**config.mk**
```make
export PLATFORM = sky130hd
export DESIGN_NAME = capcmp_top
export DESIGN_NICKNAME = d
export VERILOG_FILES = /design/src/rtl/capcmp_pkg.sv /design/src/rtl/capcmp_edge.sv /design/src/rtl/capcmp_match.sv /design/src/rtl/capcmp_store.sv /design/src/rtl/capcmp_top.sv
export SDC_FILE = /design/constraint.sdc
export NUM_CORES = 1
export LEC_CHECK = 0
export BUFFER_PORTS_ARGS = -buffer_cell sky130_fd_sc_hd__buf_2
export CORE_ASPECT_RATIO = 0.8
export CORE_MARGIN = 2
export CORE_UTILIZATION = 53
export CTS_CLUSTER_SIZE = 10
export DETAILED_ROUTE_END_ITERATION = 8
export HOLD_SLACK_MARGIN = 0.15
export PLACE_DENSITY_LB_ADDON = 0.3
export REMOVE_ABC_BUFFERS = 1
export SETUP_SLACK_MARGIN = 0.02
export SKIP_CTS_REPAIR_TIMING = 1
export SLEW_MARGIN = 20
export SYNTH_ARGS = -nofsm -noshare
export SYNTH_HDL_FRONTEND = slang
export SYNTH_HIERARCHICAL = 1
export SYNTH_SLANG_ARGS = --single-unit
```
**constraint.sdc**
```tcl
create_clock -name clk -period 4.02 [get_ports clk]
set_input_delay 0 -clock clk [delete_from_list [all_inputs] [get_ports clk]]
set_output_delay 0 -clock clk [all_outputs]
set_load 0.02 [all_outputs]
```
**src/rtl/capcmp_pkg.sv**
```systemverilog
package capcmp_pkg;

  typedef enum logic [2:0] {
    CC_OFF        = 3'd0,
    CC_CAP_FALL   = 3'd1,
    CC_CAP_RISE   = 3'd2,
    CC_CAP_RISE_A = 3'd3,
    CC_CAP_RISE_B = 3'd4,
    CC_CMP        = 3'd5,
    CC_CMP_TRIG   = 3'd6,
    CC_IDLE       = 3'd7
  } cc_mode_e;

  function automatic logic mode_is_compare(input logic [2:0] m);
    return (m == CC_CMP) || (m == CC_CMP_TRIG);
  endfunction

  function automatic logic mode_is_prescaled(input logic [2:0] m);
    return (m == CC_CAP_RISE_A) || (m == CC_CAP_RISE_B);
  endfunction

  // Number of selected edges per capture.
  function automatic int unsigned capture_divisor(input logic [2:0] m,
                                                  input int unsigned div_a,
                                                  input int unsigned div_b);
    if (m == CC_CAP_RISE_A) return div_a;
    if (m == CC_CAP_RISE_B) return div_b;
    return 1;
  endfunction

  // Which pin transition counts for a mode.
  function automatic logic edge_selected(input logic [2:0] m,
                                         input logic rise, input logic fall);
    if (m == CC_CAP_FALL) return fall;
    if (m == CC_CAP_RISE || m == CC_CAP_RISE_A || m == CC_CAP_RISE_B) return rise;
    return 1'b0;
  endfunction

endpackage

```
**src/rtl/capcmp_edge.sv**
```systemverilog
module capcmp_edge
  import capcmp_pkg::*;
#(
  parameter int unsigned DIV_A = 4,
  parameter int unsigned DIV_B = 16
) (
  input  logic       clk,
  input  logic       rst_n,
  input  logic       pin,
  input  logic [2:0] mode,
  output logic       cap_fire
);
  localparam int unsigned CNT_W = (DIV_B > 2) ? $clog2(DIV_B) : 1;

  logic             pin_q;
  logic [2:0]       mode_q;
  logic [CNT_W-1:0] cnt_q, cnt_base, cnt_d;
  logic             rise, fall, sel;
  logic [31:0]      lim;

  assign rise = pin & ~pin_q;
  assign fall = ~pin & pin_q;
  assign sel  = edge_selected(mode, rise, fall);
  assign lim  = capture_divisor(mode, DIV_A, DIV_B) - 1;

  always_comb begin
    cnt_base = (mode != mode_q) ? '0 : cnt_q;
    cnt_d    = '0;
    cap_fire = 1'b0;
    if (!mode_is_prescaled(mode)) begin
      cap_fire = sel;
    end else if (sel) begin
      if ({{(32-CNT_W){1'b0}}, cnt_base} == lim) begin
        cap_fire = 1'b1;
      end else begin
        cnt_d = cnt_base + 1'b1;
      end
    end else begin
      cnt_d = cnt_base;
    end
  end

  always_ff @(posedge clk or negedge rst_n) begin
    if (!rst_n) begin
      pin_q  <= 1'b0;
      mode_q <= 3'd0;
      cnt_q  <= '0;
    end else begin
      pin_q  <= pin;
      mode_q <= mode;
      cnt_q  <= cnt_d;
    end
  end
endmodule

```
**src/rtl/capcmp_match.sv**
```systemverilog
module capcmp_match
  import capcmp_pkg::*;
#(
  parameter int unsigned TW = 16
) (
  input  logic          clk,
  input  logic          rst_n,
  input  logic [TW-1:0] timer_val,
  input  logic [TW-1:0] ccr,
  input  logic [2:0]    mode,
  output logic          match_hit
);
  logic eq, eq_q;

  assign eq        = mode_is_compare(mode) && (timer_val == ccr);
  assign match_hit = eq & ~eq_q;

  always_ff @(posedge clk or negedge rst_n) begin
    if (!rst_n) eq_q <= 1'b0;
    else        eq_q <= eq;
  end
endmodule

```
**src/rtl/capcmp_store.sv**
```systemverilog
module capcmp_store #(
  parameter int unsigned TW = 16
) (
  input  logic          clk,
  input  logic          rst_n,
  input  logic [TW-1:0] timer_val,
  input  logic          wr_en,
  input  logic [TW-1:0] wr_data,
  input  logic          cap_fire,
  input  logic          match_hit,
  input  logic          trig_mode,
  input  logic          irq_clr,
  output logic [TW-1:0] ccr_q,
  output logic          irq_flag,
  output logic          tmr_clr
);
  always_ff @(posedge clk or negedge rst_n) begin
    if (!rst_n) begin
      ccr_q    <= '0;
      irq_flag <= 1'b0;
      tmr_clr  <= 1'b0;
    end else begin
      if (wr_en)         ccr_q <= wr_data;
      else if (cap_fire) ccr_q <= timer_val;
      if (cap_fire || match_hit) irq_flag <= 1'b1;
      else if (irq_clr)          irq_flag <= 1'b0;
      tmr_clr <= match_hit & trig_mode;
    end
  end
endmodule

```
**src/rtl/capcmp_top.sv**
```systemverilog
module capcmp_top
  import capcmp_pkg::*;
#(
  parameter int unsigned TW    = 16,
  parameter int unsigned DIV_A = 4,
  parameter int unsigned DIV_B = 16
) (
  input  logic          clk,
  input  logic          rst_n,
  input  logic [TW-1:0] timer_val,
  input  logic          cap_pin,
  input  logic [2:0]    mode,
  input  logic          wr_en,
  input  logic [TW-1:0] wr_data,
  input  logic          irq_clr,
  output logic [TW-1:0] ccr_q,
  output logic          irq_flag,
  output logic          tmr_clr
);
  // Internal events, named for the checker.
  logic cap_fire;
  logic match_hit;
  logic trig_mode;

  assign trig_mode = (mode == CC_CMP_TRIG);

  capcmp_edge #(.DIV_A(DIV_A), .DIV_B(DIV_B)) u_edge (
    .clk(clk), .rst_n(rst_n), .pin(cap_pin), .mode(mode), .cap_fire(cap_fire)
  );

  capcmp_match #(.TW(TW)) u_match (
    .clk(clk), .rst_n(rst_n), .timer_val(timer_val), .ccr(ccr_q),
    .mode(mode), .match_hit(match_hit)
  );

  capcmp_store #(.TW(TW)) u_store (
    .clk(clk), .rst_n(rst_n), .timer_val(timer_val), .wr_en(wr_en),
    .wr_data(wr_data), .cap_fire(cap_fire), .match_hit(match_hit),
    .trig_mode(trig_mode), .irq_clr(irq_clr), .ccr_q(ccr_q),
    .irq_flag(irq_flag), .tmr_clr(tmr_clr)
  );
endmodule

```
Word level (Yosys, flattened, before mapping)
Index checks and enable logic that the tools add are counted.
- add/subtract/negate cells: 2
- multipliers: 0
- div/mod/pow operators: 0
- order comparisons: 0
- eq/ne operators: 9
- shift operators: 0
- muxes and demuxes: 25
- bitwise operators: 7
- reduce and logical (&&, ||, !) cells: 8
- operator list (kind ; number):
    4-bit by 32-bit equality test with 1-bit output ; 1
    16-bit two-way mux ; 2
    32-bit two-way mux ; 1
    32-bit by 1-bit subtractor with 32-bit output (second input constant) ; 1
    16-bit equality test ; 1
    4-bit two-way mux ; 4
    1-bit two-way mux ; 15
    5-bit two-way mux ; 2
    3-bit equality test (second input constant) ; 3
    3-bit by 2-bit equality test with 1-bit output (second input constant) ; 2
    1-bit logical OR ; 5
    4-bit by 1-bit adder with 4-bit output (second input constant) ; 1
    1-bit AND ; 4
    2-bit nonzero test ; 2
    3-bit by 1-bit equality test with 1-bit output (second input constant) ; 1
    3-bit two-way mux ; 1
    3-bit inequality test ; 1
    1-bit NOT ; 3
    1-bit logical AND ; 1
- register bits: 27
- latch bits: 0
- bits in writable memories: 0
- bits in read-only memories: 0
- bits of input ports: 40
- output and inout port bits: 18
- word-level logic and storage cells: 58
- memories kept: 0

Depth between registers and ports, before layout
Gate-level depths: netlist of the first run.
- depth in word-level cells: 12
- gate-level depth with buffers: 8
- mapped depth without buffers: 8

Modules after synthesis
Netlist of the first run, hierarchy kept.
- by module, submodules not included (module ; times used ; cells an instance ; area each (um^2) ; sequential area each (um^2)):
    capcmp_store ; 1 ; 75 ; 813.3 ; 450.4
    capcmp_edge ; 1 ; 48 ; 528.0 ; 200.2
    capcmp_match ; 1 ; 29 ; 239.0 ; 25.0
    capcmp_top ; 1 ; 1 ; 8.8 ; 0.0

Worst setup path after synthesis of the first run
Ideal clock, no wire load.
- path kind: reg2reg
- start point: reg u_edge.pin_q
- end point: reg u_store.ccr_q[1]
- setup time: 130 ps
- arrival: 1883 ps
- required time: 3890 ps
- path slack: 2007 ps
- stages on the path, launching flop included: 9
- path buffers: 2
- period minus slack after synthesis: 2013 ps
- path through: dfrtp_1 > and4bb_2 > o21bai_2 > a2111oi_4 > o22a_1 > buf_6 > buf_12 > mux2i_1 > o21ai_1
- word-level cells in the longest chain between the ends: 8
- elaborated cells between the ends (all ways): 10
- classes of those cells: 6 x mux; 3 x bitwise; 1 x reduce/logical
- RTL lines (item ; line ; source):
    start, declared ; capcmp_edge.sv:15 ; logic pin_q;
    start signal, assigned ; capcmp_edge.sv:49 ; pin_q <= pin;
    1-bit AND or 1-bit NOT (tied branches) ; capcmp_edge.sv:22, capcmp_edge.sv:21 ;
    1-bit two-way mux or 1-bit AND (tied branches) ; capcmp_pkg.sv:34, capcmp_edge.sv:21 ;
    1-bit two-way mux ; capcmp_pkg.sv:35 ; if (m == CC_CAP_RISE || m == CC_CAP_RISE_A || m == CC_CAP_RISE_B) return rise;
    1-bit two-way mux ; capcmp_pkg.sv:36 ; return 1'b0;
    1-bit two-way mux (*) ; capcmp_pkg.sv:35 ;
    1-bit two-way mux ; capcmp_edge.sv:32 ; end else if (sel) begin
    1-bit two-way mux (*) ; capcmp_edge.sv:30 ; if (!mode_is_prescaled(mode)) begin
    net cap_fire ; capcmp_top.sv:21 ; logic cap_fire;
    2-bit nonzero test (no source line) (*) ; - ;
    end signal, assigned ; capcmp_store.sv:23 ; if (wr_en) ccr_q <= wr_data;
    end signal, assigned ; capcmp_store.sv:24 ; else if (cap_fire) ccr_q <= timer_val;
    end, declared ; capcmp_store.sv:13 ; output logic [TW-1:0] ccr_q,
The timed path passes the listed nets; every way through them passes the cells marked *. The select of a mux whose other input is x is not followed.
A chain may end at the register's enable or synchronous reset.

Worst setup path in the final report of the first run
- start point: in mode[1]
- end point: reg u_store.ccr_q[13]
- word-level cells in the longest chain between the ends: 11
- elaborated cells between the ends (all ways): 28
- classes of those cells: 1 x add/sub; 6 x eq/ne; 17 x mux; 4 x reduce/logical
- RTL lines (item ; line ; source):
    start, declared ; capcmp_top.sv:12 ; input logic [2:0] mode,
    3-bit equality test or 3-bit by 2-bit equality test with 1-bit output (tied branches) ; - ;
    1-bit two-way mux or 3-bit two-way mux (tied branches) ; capcmp_pkg.sv:27, capcmp_pkg.sv:26 ;
    1-bit two-way mux or 5-bit two-way mux (tied branches) ; capcmp_pkg.sv:27 ; if (m == CC_CAP_RISE_B) return div_b;
    5-bit two-way mux ; capcmp_pkg.sv:28 ; return 1;
    32-bit two-way mux ; capcmp_pkg.sv:27 ;
    32-bit by 1-bit subtractor with 32-bit output ; capcmp_edge.sv:24 ; assign lim = capture_divisor(mode, DIV_A, DIV_B) - 1;
    4-bit by 32-bit equality test with 1-bit output ; capcmp_edge.sv:33 ; if ({{(32-CNT_W){1'b0}}, cnt_base} == lim) begin
    1-bit two-way mux ; capcmp_edge.sv:33 ;
    1-bit two-way mux ; capcmp_edge.sv:32 ;
    1-bit two-way mux (*) ; capcmp_edge.sv:30 ;
    net cap_fire ; capcmp_top.sv:21 ;
    2-bit nonzero test (no source line) (*) ; - ;
Marks and branches as above.

==> results of run 1 <==
## metal layers
| metal | track usage | up-vias |
|---|---|---|
| met4 | 0.04861 | 0 |
| met1 | 0.2737 | 741 |
| met2 | 0.4065 | 53 |
| li1 | - | 732 |
| met3 | 0.05106 | 8 |
| met5 | 0 | - |
## metrics by stage
stage / hold slack (ps) / area [um^2] / setup slack, ps / power [W] / utilization
floorplan: -295.6 / 1545 / 1721 / 0.0003941 / -
global placement: 36.59 / 1878 / 1498 / 0.0004540 / 0.6689
detailed placement: 48.92 / 1878 / 1360 / 0.0004599 / 0.6689
CTS: -253.8 / 1923 / 1361 / 0.0006142 / 0.6849
global route: 138.0 / 2293 / 478.8 / 0.0006883 / 0.8168
finish: 97.23 / 2293 / 670.0 / 0.0006564 / 0.8168
## power groups by stage
| stage | clock network [W] | registers [W] | logic, W |
|---|---|---|---|
| 3_3_place_gp | 0 | 0.000311 | 0.000143 |
| 5_1_grt | 0.000172 | 0.000311 | 0.000205 |
| 3_5_place_dp | 0 | 0.000312 | 0.000148 |
| 6_report | 0.000158 | 0.000308 | 0.000190 |
| 4_1_cts | 0.000159 | 0.000307 | 0.000148 |
| 2_1_floorplan | 0 | 0.000333 | 0.0000614 |
## critical path: stages
cell           delay, ps
dlygate4sd3_1        520
buf_2                210
nor2b_1              230
nand3b_1             240
a2111oi_4            450
o22a_1               880
mux2i_1              300
o21ai_0               90
dlygate4sd3_1        580
## worst paths after layout
path | slack, ps | startpoint | endpoint | cells after the start
max | 670 | mode[1] | u_store/ccr_q[13]$_DFFE_PN0P_ | 9
min | 100 | timer_val[10] | u_store/ccr_q[10]$_DFFE_PN0P_ | 3
max reg2reg | 710 | u_edge/pin_q$_DFF_PN0_ | u_store/ccr_q[13]$_DFFE_PN0P_ | 7
min reg2reg | 560 | u_store/irq_flag$_DFFE_PN0P_ | u_store/irq_flag$_DFFE_PN0P_ | 2
max in group asynchronous | 3340 | rst_n | u_store/ccr_q[1]$_DFFE_PN0P_ | 2
min in group asynchronous | 260 | rst_n | u_store/ccr_q[12]$_DFFE_PN0P_ | 2
## cell families after synthesis
kind of cell | after synthesis
DFF | 27
AOI/OAI and AO/OA | 32
muxes | 18
and+or+nand+nor | 49
xor gates and xnor gates | 17
buffers and inverters | 9
adders and majority gates | 1
## state kept, by name (all words and copies together) (netlist names)
register	count
u_edge/pin_q	1
u_edge/mode_q	3
u_edge/cnt_q	4
u_store/ccr_q	16
u_store/irq_flag	1
u_store/tmr_clr	1
u_match/eq_q	1
## cell usage in the layout, fill, tap and decap left out, types with 2 or more instances in the layout
master	count
a211oi_1	2
a21oi_1	2
and2_1	3
and4bb_2	3
buf_2	57
clkbuf_8	3
dfrtp_1	27
dlygate4sd3_1	37
inv_1	4
mux2i_1	18
nand2_1	19
nand3_1	2
nand3b_1	2
nand4_1	3
nor2_1	3
nor2b_1	2
nor3_1	3
nor4_1	2
o21ai_0	10
o21ai_1	10
xnor2_1	7
xor2_1	10
## area by class of cell
cell class                      instances  share of cell area
Multi-Input combinational cell        117              0.3726
Sequential cell                        27              0.2946
Timing Repair Buffer                   94              0.2859
Tap cell                               38             0.02073
Clock buffer                            4             0.01964
Inverter                                4            0.006547
==> results list, run 1 <==
- Maximum number of pins on one net before global-route repair: 33
- For the final database, setup skew stands at 8.743 ps.
* Clock power frac: 0.241
* DR vias: between 1500 and 2000
* Growth of design area from synthesis to finish: 44.33%
- First drt pass iteration count: 4
* Insertion delay to the later sink of the worst-skew pair: roughly 280 ps
- In this run the horizontal extent of the chip is between 60 and 70 um.
- Length of routed met3 wiring: 234 um
* Highest net fanout along the worst path: 17
- Wire length per cell after detailed routing: about 15 um
- FMAX: 298.5 MHz
- Of the total synthesized cell area, the portion taken by XOR and XNOR cells is 0.09370.
* Endpoint type of the worst setup path: register
* Flip-flop and latch count after synthesis: 27
- Of the total power, the share spent switching nets is 0.3041.
- Remaining design rule violation count: 0
- Final antenna-violating net count: 0
- The analysis attributes to net switching a power of ~0.0002 W.
- Of the total power, registers draw 0.470.
- Counting every instance in the synthesized netlist gives around 150.
- In this run the count of I/O pins placed on the die edge is 58.
- Once placement completed, the tool counted placed cells totaling between 200 and 250.
* Shortest period the worst path allows: between 3000 and 4000 ps
* Met2 wire length: roughly 2.1 mm
* Net count of the finished layout: 288
- The mapped netlist covers 0.001589 mm^2.
- Yosys attributes the largest share of cell area to dfrtp_1 (43%), mux2i_1 (11%), xor2_1 (5.5%), nand2_1 (4.5%), xnor2_1 (3.9%).
- The via count of the first global-routing pass was 1343.
- Last weighted congestion value of the routability-driven placer: 0.7767
* Share of the clock period used by the worst path: 0.8333
- Number of DRC markers after the initial detailed-route iteration: 90
- Internal power: between 0.0004 and 0.0005 W
- By area, the combinational part of the netlist is dominated by simple AND/OR/NAND/NOR gates.
* Count of non-filler cells in the finished layout: around 280
- The portion of synthesized area spent on multiplexers is 0.1134.
* Data arrival time of the worst path: 3510 ps
- Number of endpoints with negative hold slack in the final report: 0
- Yosys mapped a number of flops with a built-in enable equal to 0.
* Vertical extent of the die: 52.98 um
- Fraction of synthesis flops using an asynchronous set or reset pin: 1.000
- Required @ worst endpoint: around 4200 ps
- Of the cells placed in the final design, the portion with a size suffix greater than 1 is 0.2886.
* Max Buffers Root-to-Sink: 2
* Avg Synthesized Cell Area: approximately 10 um^2
- Register Area: just under 700 um^2
- Global-route usage over all layers: 0.2238
- RSZ-0062 raised after global routing: false
- Counting the fill cells in the layout gives roughly 190.
- Count of maximum capacitance violations: 0
* Basic-gate share of the synthesized area counting and, or, nand and nor cells: 0.1835
- The share of the Yosys chip area taken by registers is 0.4252.
- After routing, the total negative slack on setup checks comes to 0 ps.
* Share of power burned in combinational logic: 0.289
- Area share of fa/ha/maj cells after synthesis: 0.007874
* Highest Signal Layer: met4
* Starting Density: 0.5660
- Synthesis instantiated 39 different standard cells from the library.
* Rel. slew slack: 0.3403
- Result of the run: complete, no violations
- Post-detailed-placement half-perimeter wirelength: around 2.7 mm
- Global-route wire length before repair: just under 6 mm
* Antenna violations before repair: 0
- Total area of multi-input combinational cells: between 800 and 900 um^2
- Detailed-routing wirelength on met1: ~1.9 mm
* Most common cell in the netlist: dfrtp_1
- The worst hold path belongs to the class primary input to register.
* Placeable core area: 0.002808 mm^2
* Pin slew with the least headroom to its limit: 989.6 ps
* Startpoint kind of the worst setup timing path: primary input
- After clock tree synthesis, the clock-pin slew on the worst setup and hold paths is around 90 ps.
- Total power divided by cell area: roughly 290 mW/mm^2
* Leading cell types by count after synthesis: dfrtp_1 (27), nand2_1 (19), mux2i_1 (18)
- The final layout contains routed wiring with a total length of 4.315 mm.
- Post-synthesis compound-gate area fraction: 0.1394
- Inserted Clock Buffers: 3
- Leakage power of the design: 1.023 nW
- Die ar.: around 0.0035 mm^2
- The final count of pins violating max slew came to 0.
* Largest area contributor in the netlist: dfrtp_1
- Warnings, synthesis: 6
* Total of endpoints with negative setup slack in the final report: 0
- CTS tree: yes
- 0 antenna diodes ended up in the layout.
- Vias per inst: ~5.4
- Counting every sink on the clock net gives 27.
- Remaining global-route overflow: 0
* Largest voltage drop on the vdd net: around 0.25 mV
- CTS placed an instance of clkbuf_8 at the clock tree root.
* H-tree lvl count: 1
- Among all flip-flop cells after synthesis, the most frequent one is dfrtp_1.
- The critical path in this run is classified as primary input to register.
* Number of buffers added on ports: 57
* Fraction of synthesized cell area taken by the top area cell type: 0.4252
- In this run the core area contains 17 standard-cell rows.
No activity file was read; power rests on OpenSTA's default activity.
==> run 2, diff against run 1 <==
- ABC_AREA: not set -> 1
- CORE_UTILIZATION: 53 -> 46
- clock period: 4.02 -> 3 ns (I/O delays scaled with it)
==> run 2 against run 1 <==
  * Combinational power is 52% higher
  * Flip-flop and latch count did not move
  * Core utilization fell by 15 points
  * Largest power group unchanged
==> results list, run 2 <==
- DR vias: 1938 (+26%)
* Cell area after synthesis: 0.001844 mm^2 (+16%)
- Largest voltage drop on the vdd net: 0.3341 mV (+31%)
- The number of buffers inserted during clock tree synthesis was 3 (unchanged).
- Net count of the finished layout: 406 (+41%)
* Setup Crit Path Kind: primary input to register
- Antenna Cells: 0 (unchanged)
- Max Buffers Root-to-Sink: 2 (unchanged)
- The number of ports placed on the die boundary was 58 (unchanged).
- The worst setup path is captured at a register.
- Clk slew on worst S/H paths: 100 ps (about the same)
* Aggregate negative setup slack: 0 ps (unchanged)
- Count of non-filler cells in the finished layout: 419 (+48%)
- The async set-or-reset flop fraction in the synthesized netlist was 1.000 (unchanged).
* Highest net fanout along the worst path: 18 (+1)
- Multiplexer area fraction after synthesis: 0 (-0.1134)
- The top cell types in the final layout, fill and taps aside, are nand2_1 (106), buf_2 (57), inv_1 (39), dlygate4sd3_1 (38), nand3_1 (38).
* Number of flops mapped to enable cells by yosys: 0 (unchanged)
* Die ar.: 0.004535 mm^2 (+31%)
- Total power divided by cell area: 360.3 mW/mm^2 (+26%)
- Global-route usage over all layers: 0.1898 (-0.03403)
* Final antenna-violating net count: 0 (unchanged)
* Library cell used as clock root buffer: clkbuf_8
- The clock latency of the later-clocked register in the worst-skew pair was 270 ps (about the same).
- The fraction of synthesized cell area in xor and xnor cells is 0.03256 (-0.06114).
- The detailed placer's ending HPWL came to 3.031 mm (+14%).
- The number of H-tree branching levels was 1 (unchanged).
- The average wire per standard cell was 11.34 um (-25%).
* Pin slew with the least headroom to its limit: 726.7 ps (-262.8 ps)
- Synth unique cells: 27 (-31%)
* Antenna violations before repair: 0 (unchanged)
- Number of buffers added on ports: 57 (unchanged)
- Most common cell after layout, fill and taps aside: nand2_1
- Number of endpoints with negative hold slack in the final report: 0 (unchanged)
- Basic-gate share of the synthesized area counting and, or, nand and nor cells: 0.4627 (+0.2792)
- Finished Cell Area: 0.002567 mm^2 (+12%)
- Static timing analysis puts the maximum clock frequency at 438.0 MHz.
- The headroom to the max-slew limit is 0.5143 (+0.1741).
- The arrival time at the worst endpoint was 2500 ps (-1010 ps).
- The first-pass GRT wire length is 6.644 mm (+13%).
- Count of maximum capacitance violations: 0 (unchanged)
- The worst setup path is launched from a primary input.
- Leading register cell type out of synthesis: dfrtp_1
- Growth of design area from synthesis to finish: 39.21%
* Max-slew violations: 0 (unchanged)
- Gate count of the mapped netlist: 271 (+77%)
* Largest registers in the final layout: u_store/ccr_q (16), u_edge/cnt_q (4), u_edge/mode_q (3)
- The total power after layout is 0.0009252 W (+41%).
* Cell types occupying the most area after synthesis: dfrtp_1 (37%), nand2_1 (22%), nand3_1 (10%), inv_1 (7.9%), nor2_2 (3.1%)
- Number of clock sinks seen by CTS: 27 (unchanged)
- Total of endpoints with negative setup slack in the final report: 0 (unchanged)
- The maximum number of pins on one net before global-route repair was 28 (-15%).
- The flip-flop count of the largest register, all copies and words added was 16 (unchanged).
* Setup skew after layout: 3.317 ps (-5.427 ps)
- The compound-gate portion of the synthesized area came to 0.01289 (-0.1265).
- The sequential cell area fraction in the yosys report came to 0.3664 (-0.05885).
* Area share of fa/ha/maj cells after synthesis: 0.006784 (-0.001090)
- The DRC violation total after the first TritonRoute iteration came to 95 (+5.6%).
- The static power due to leakage is 1.454 nW (+42%).
- Vertical extent of the die: 60.64 um (+14%)
* Site row count: 20 (+3)
- Starting Density: 0.4817 (-0.08425)
- Shortest period the worst path allows: 2283 ps
- Flip-flop and latch count after synthesis: 27 (unchanged)
- Required @ worst endpoint: 3220 ps (-960 ps)
- Among all cell types in the netlist, the one instantiated most often is nand2_1.
* Fraction of synthesized cell area taken by the top area cell type: 0.3664 (-0.05885)
- The total global routing overflow came to 0 (unchanged).
- Placement Cell Area: 0.002141 mm^2 (+14%)
- Warnings, synthesis: 6 (unchanged)
- Vias per inst: 4.625 (-14%)
- The average cell area after synthesis was 6.805 um^2 (-34%).
- Floorplan die width: 74.79 um (+15%)
- Last weighted congestion value of the routability-driven placer: 0.8506 (+9.5%)
- Placeable core area: 0.003829 mm^2 (+36%)
* Result of the run: complete, no violations
- Dividing the final minimum period by the clock period gives 0.7611.
* Register with the most flip-flops: u_store/ccr_q
- The min-delay analysis places its worst path in the category primary input to register.
- Remaining design rule violation count: 0 (unchanged)
- The instance count after placement with tap cells included is 377 (+55%).
* Ratio of cells with drive above 1 in the final layout: 0.2445 (-0.04411)
* Via count of the first global-routing pass: 1514 (+13%)
- In the synthesized netlist, the cells that appear most often are nand2_1 (106), inv_1 (39), nand3_1 (38), dfrtp_1 (27), nor2_1 (11).
- By area, the combinational part of the netlist is dominated by simple AND/OR/NAND/NOR gates.
- dfrtp_1 takes more of the synthesized area than any other cell.
- Setup repair after global routing left no endpoint under its margin.
* DRT Wirelength: 4.751 mm (+10%)
- CTS tree: yes
- First drt pass iteration count: 5 (+1)
run 2: changes by cell type in the layout (fill, tap and decap cells not counted), sizes merged, moves of 3 or more:
cell / change
nor2: +20
and4bb: -3
xor2: -9
and2: -3
o21ai: -19
mux2i: -18
inv: +39
nor3: -3
nand2: +94
nand3: +38
run 2: layout make-up:
class,instances,area [um^2]
Clock buffer,3,41.29
Clock inverter,1,5.005
Fill cell,335,1261
Inverter,43,161.4
Multi-Input combinational cell,195,949.7
Sequential cell,27,675.6
Tap cell,55,68.82
Timing Repair Buffer,95,665.6
run 2: path summary, 6_finish.rpt:
| check | from | endpoint | slack (ps) | cells after the start |
|---|---|---|---|---|
| min in group asynchronous | rst_n | u_store/ccr_q[2]$_DFFE_PN0P_ | 270 | 2 |
| min reg2reg | u_match/eq_q$_DFF_PN0_ | u_store/tmr_clr$_DFF_PN0_ | 490 | 3 |
| min | wr_en | u_store/ccr_q[8]$_DFFE_PN0P_ | 180 | 3 |
| max in group asynchronous | rst_n | u_store/ccr_q[12]$_DFFE_PN0P_ | 2320 | 2 |
| max reg2reg | u_edge/mode_q[2]$_DFF_PN0_ | u_store/ccr_q[13]$_DFFE_PN0P_ | 770 | 13 |
| max | mode[2] | u_store/ccr_q[13]$_DFFE_PN0P_ | 720 | 15 |
run 2: metrics by stage:
stage,util,setup WS (ps),hold WS (ps)
2_1_floorplan,-,1158,-295.6
3_3_place_gp,0.5592,871.2,55.59
3_5_place_dp,0.5592,844.7,53.95
4_1_cts,0.5712,813.0,-250.7
5_1_grt,0.6706,454.9,207.6
6_report,0.6706,716.7,181.6
run 2: critical path, cell delays in order:
cell and delay [ps]:
dlygate4sd3_1 530, buf_2 170, inv_2 100, nand2_1 70, nand2_2 80, nand2_2 70
nor2_4 160, nand3_1 90, nand2_1 90, nor2_2 50, nand2_1 50, nand2_1 410
nor2_8 410, nand2_1 120, nand3_1 80
run 2: layer usage:
layer	vias up	wire (um)	track usage
met3	6	238	0.04153
met4	0	57	0.04082
met2	72	2335	0.3148
met1	850	2119	0.2577
met5	-	0	0
li1	1010	-	-
run 2: cell families after synthesis:
logic type      after synthesis
flops                        27
xor+xnor                      6
simple gates                184
fa+ha+maj                     1
buf+inv                      49
compound gates                4
run 2: where the power goes:
group | total, W | switching (W) | internal, W
sequential | 0.000423 | 0.0000290 | 0.000394
combinational | 0.000289 | 0.000167 | 0.000123
clock | 0.000213 | 0.000119 | 0.0000932
total | 0.000925 | 0.000315 | 0.000610
